<file path="src/rtl/keyed_reg_bank.sv">
module keyed_reg_bank #(
  parameter int          ADDR_W = 4,
  parameter logic [7:0]  KEY    = 8'hA5,
  parameter logic [7:0]  ID_HI  = 8'h96,
  parameter logic [7:0]  CTL_LO_RST = 8'h00,
  parameter logic [15:0] GA_RST = 16'h0004,
  parameter logic [15:0] GB_RST = 16'h0000
) (
  input  logic              clk,
  input  logic              rst,
  input  logic              wr_en,
  input  logic [ADDR_W-1:0] wr_addr,
  input  logic [1:0]        wr_be,
  input  logic [15:0]       wr_data,
  input  logic [ADDR_W-1:0] rd_addr,
  output logic [15:0]       rd_data,
  output logic              unlocked,
  output logic              rst_req
);
  localparam logic [ADDR_W-1:0] OFF_CTL = ADDR_W'(0);
  localparam logic [ADDR_W-1:0] OFF_GA  = ADDR_W'(4);
  localparam logic [ADDR_W-1:0] OFF_GB  = ADDR_W'(6);

  logic [7:0]  ctl_lo;
  logic [15:0] ga, gb;

  wire hit_ctl = wr_en && (wr_addr == OFF_CTL);
  wire hit_ga  = wr_en && (wr_addr == OFF_GA);
  wire hit_gb  = wr_en && (wr_addr == OFF_GB);
  wire key_ok  = (wr_data[15:8] == KEY);
  wire is_word = (wr_be == 2'b11);

  wire bad_word   = hit_ctl && is_word && !key_ok;
  wire bad_gen    = (hit_ga || hit_gb) && (wr_be != 2'b00) && !unlocked;
  wire violation  = bad_word || bad_gen;

  wire ctl_lo_we  = hit_ctl && wr_be[0] && (wr_be[1] ? key_ok : unlocked);
  wire ga_ok      = hit_ga && unlocked;
  wire gb_ok      = hit_gb && unlocked;

  always_ff @(posedge clk) begin
    if (rst) begin
      unlocked <= 1'b1;
      rst_req  <= 1'b0;
      ctl_lo   <= CTL_LO_RST;
      ga       <= GA_RST;
      gb       <= GB_RST;
    end else begin
      rst_req <= violation;
      if (hit_ctl && wr_be[1]) begin
        if (key_ok)               unlocked <= 1'b1;
        else if (wr_be == 2'b10)  unlocked <= 1'b0;
      end
      if (ctl_lo_we) ctl_lo <= wr_data[7:0];
      for (int b = 0; b < 2; b++) begin
        if (ga_ok && wr_be[b]) ga[8*b +: 8] <= wr_data[8*b +: 8];
        if (gb_ok && wr_be[b]) gb[8*b +: 8] <= wr_data[8*b +: 8];
      end
    end
  end

  always_comb begin
    case (rd_addr)
      OFF_CTL: rd_data = {ID_HI, ctl_lo};
      OFF_GA:  rd_data = ga;
      OFF_GB:  rd_data = gb;
      default: rd_data = 16'h0000;
    endcase
  end


  good_key_chk: assert property (@(posedge clk) disable iff (rst)
    (wr_en && wr_addr == OFF_CTL && wr_be[1] && wr_data[15:8] == KEY) |=> unlocked);


  byte_lock_chk: assert property (@(posedge clk) disable iff (rst)
    (wr_en && wr_addr == OFF_CTL && wr_be == 2'b10 && wr_data[15:8] != KEY) |=> (!unlocked && !rst_req));


  word_bad_chk: assert property (@(posedge clk) disable iff (rst)
    (wr_en && wr_addr == OFF_CTL && wr_be == 2'b11 && wr_data[15:8] != KEY)
      |=> (rst_req && $stable(unlocked) && $stable(ctl_lo)));


  locked_ga_chk: assert property (@(posedge clk) disable iff (rst)
    (wr_en && wr_addr == OFF_GA && wr_be != 2'b00 && !unlocked) |=> (rst_req && $stable(ga)));


  reserved_chk: assert property (@(posedge clk) disable iff (rst)
    (wr_en && wr_addr != OFF_CTL && wr_addr != OFF_GA && wr_addr != OFF_GB)
      |=> (!rst_req && $stable(ga) && $stable(gb) && $stable(ctl_lo) && $stable(unlocked)));


  req_cause_chk: assert property (@(posedge clk) disable iff (rst)
    rst_req |-> $past(wr_en));
endmodule

</file>
<file path="config.mk">
export PLATFORM = sky130hd
export DESIGN_NAME = keyed_reg_bank
export DESIGN_NICKNAME = d
export VERILOG_FILES = /design/src/rtl/keyed_reg_bank.sv
export SDC_FILE = /design/constraint.sdc
export NUM_CORES = 1
export LEC_CHECK = 0
export CAP_MARGIN = 20
export CORE_ASPECT_RATIO = 1.2
export CORE_UTILIZATION = 61
export DETAILED_ROUTE_END_ITERATION = 12
export DONT_BUFFER_PORTS = 1
export PLACE_DENSITY = 0.84
export SETUP_SLACK_MARGIN = 0.05
export SYNTH_ARGS = -nofsm -noshare
export SYNTH_HDL_FRONTEND = slang
export SYNTH_SLANG_ARGS = --single-unit
</file>
<file path="constraint.sdc">
create_clock -name clk -period 1.5 [get_ports clk]
set_input_delay 0.15 -clock clk [delete_from_list [all_inputs] [get_ports clk]]
set_output_delay 0.15 -clock clk [all_outputs]
set_load 0.02 [all_outputs]
</file>
==> out/results.tsv <==
stage	metric	value	unit
outcome	status	complete, no violations	
finish	diodes	0	
sta	worst-slew-pin-transition	0.367	ns
routing	routed_via_density	6.28	
yosys	synth.largest_area_cell	dfxtp_1	
routing	drt-initial-drc-count	65	
pwr	leakagePower	1.01	nW
sta	skew	0.0133	ns
critical_path	cp-end-kind	output port	
floorplan	core	2890	sq um
placement	pre_cts_ws	-0.00393	ns
global_route	first_global_vias	1597	
sta	finalHoldViolations	0	
critical_path	critPathKind	reg -> out	
critical_path	required	1.35	ns
routing	drt-total-wl	4280	microns
pwr	max-vdd-ir-drop	830	uV
yosys	avgSynthCellArea	9.98	sq um
routing	wl_per_cell	17.4	microns
sta	hold_slack	0.0216	ns
yosys	ys_types	30	
routing	firstDrtPassIters	4	
clock_tree	ctsHtreeMaxLevel	2	
global_route	grt_max_degree	50	
sta	finalSetupViolCount	0	
critical_path	slowest_delay	0.37	ns
clock_tree	clkTransAtPathRegs	0.13	ns
critical_path	crit_arrival	1.26	ns
sta	slew_violations	0	
clock_tree	cts_resized	0	
routing	drc_errors	0	
critical_path	startpoint_type	flip-flop	
routing	wl_met3	217	microns
routing	wirelength_met1	1660	microns
yosys	synth_warnings	0	
sta	rsz0062_at_grt	true	
sta	layout_min_cycle_time	1.41	ns
yosys	yosys-top-cells-area	dfxtp_1 44%, mux2i_1 16%, nand2b_1 5.3%	
pwr	power.density	825	nW/um^2
run	cap_violations	0	
clock_tree	cts_tree	done	
yosys	yosys.area.top_type_share	44.1	%
finish	utilization	76.7	%
finish	layout_common_cells	42 x dfxtp_1, 31 x mux2i_1, 24 x nor2_1	
worst_hold_path	min_path_type	in -> reg	
routing	highest_layer	met4	
clock_tree	cts_buffer_depth	2	
clock_tree	cts_root_buffer	clkbuf_4	
routing	via_count	1544	
placement	dp_hpwl	2810	microns
floorplan	start_util	65.9	%
yosys	netlist_instances	191	
floorplan	fp.dieH	63.2	microns
placement	place_congestion	0.794	
routing	ant_nets	0	
global_route	grt_overflow_total	0	
finish	final_common_cell	dfxtp_1	
critical_path	crit_chain	a222oi_1 > inv_1	
yosys	synth_area	1910	sq um
finish	nFillCells	215	
floorplan	die_x	53.0	microns
finish	final_layout_size_suffix_gt1_share	11.8	%
sta	setup_ws	0.0893	ns
yosys	synth-seq-area-share	44.1	%
floorplan	io_pins	47	
clock_tree	clock-sinks	42	
floorplan	rows	21	
finish	num-nets-final	240	
floorplan	die_area	3350	sq um
sta	fmax	709	MHz
sta	period_share	94.0	%
global_route	grt_pass1_wl	6730	microns
yosys	synth_nets	220	
routing	wl_met2	2330	microns
sta	slew_headroom	75.2	%
critical_path	critPathSlowestCell	a222oi_1	
yosys	synth_seq_cells	42	
clock_tree	cts_made_buffers	5	
placement	port_buffers	0	
clock_tree	clkLatencyLatePin	0.36	ns
global_route	antenna_found_initial	0	
finish	area_growth	16.3	%
critical_path	crit_fanout	2	
global_route	grtUsageTotal	27.9	%
## Yosys cell counts
cell,count
mux2i_1,31
dfxtp_1,42
nand4b_1,2
a221o_1,4
clkbuf_1,8
a31oi_1,2
a222oi_1,8
nor2b_1,2
nand4_2,1
nand3b_1,8
inv_1,10
nand3_1,1
nor4bb_1,1
nand2b_1,16
o211ai_1,1
nor2_1,24
a21oi_1,1
nor4b_2,3
nor4_1,1
buf_6,1
nor3b_2,1
buf_2,4
nand2_1,1
a22o_1,4
nand4_1,1
and4b_1,1
or4b_4,1
and4bb_4,1
o21ai_0,9
a211o_1,1
## routing by layer
| metal | vias up | track usage, % |
|---|---|---|
| li1 | 730 | - |
| met1 | 754 | 28.3 |
| met2 | 52 | 50.3 |
| met3 | 8 | 7.97 |
| met4 | 0 | 12.8 |
| met5 | - | 0 |
## flip-flops by register name, indices dropped and copies added, names as in the netlist
signal / count
ga: 16
unlocked: 1
rst_req: 1
ctl_lo: 8
gb: 16
## cells by family after synthesis
| kind of cell | after synthesis | synth area share, % |
|---|---|---|
| simple gates | 65 | 22.1 |
| buf+inv | 23 | 5.19 |
| flops | 42 | 44.1 |
| compound gates | 30 | 12.3 |
| mux | 31 | 16.3 |
## worst paths after layout
| kind | start | to | slack (ns) | cells after the start |
|---|---|---|---|---|
| worst min-delay path | wr_data[2] | ga[2] | 0.02 | 3 |
| worst max register to register | unlocked | ctl_lo[3] | 0.16 | 5 |
| worst min register to register | ctl_lo[4] | ctl_lo[4] | 0.49 | 2 |
| worst max-delay path | gb[3] | rd_data[3] | 0.09 | 2 |
## metrics by stage
step	std cells	power (mW)	instance area, sq um	setup TNS (ns)
after floorplan	191	1.23	1910	0
after global placement	220	1.23	1970	0
after detailed placement	220	1.23	1970	-0.00393
after CTS	246	1.84	2220	0
after global routing	246	1.91	2220	0
final	246	1.83	2220	0
## layout make-up
type / instances / area [sq um] / share of cell area, %
clock buffer: 6 / 41.3 / 1.86
clock inverter: 2 / 13.8 / 0.621
inverter: 10 / 37.5 / 1.69
multi-input combinational: 126 / 978 / 44.1
sequential: 42 / 841 / 37.9
tap: 34 / 42.5 / 1.92
timing repair buffer: 26 / 263 / 11.9
## power breakdown
group | switching, mW | leakage, nW | internal, mW
Clock | 0.372 | 0.0322 | 0.184
Combinational | 0.0682 | 0.637 | 0.0786
Sequential | 0.00417 | 0.339 | 1.12
## critical path, delay by kind of cell (launching register included)
kind                   cells  cell delay [ns]
AOI/OAI and AO/OA          1             0.37
buffers and inverters      1             0.19
DFF                        1             0.34
## repair_timing
item                       in CTS  in global routing
setup endpoints to repair       0                  4
buffers inserted                0                  0
hold endpoints to repair       42                  0
hold buffers                   18                  0
No activity file was read; power rests on OpenSTA's default activity.
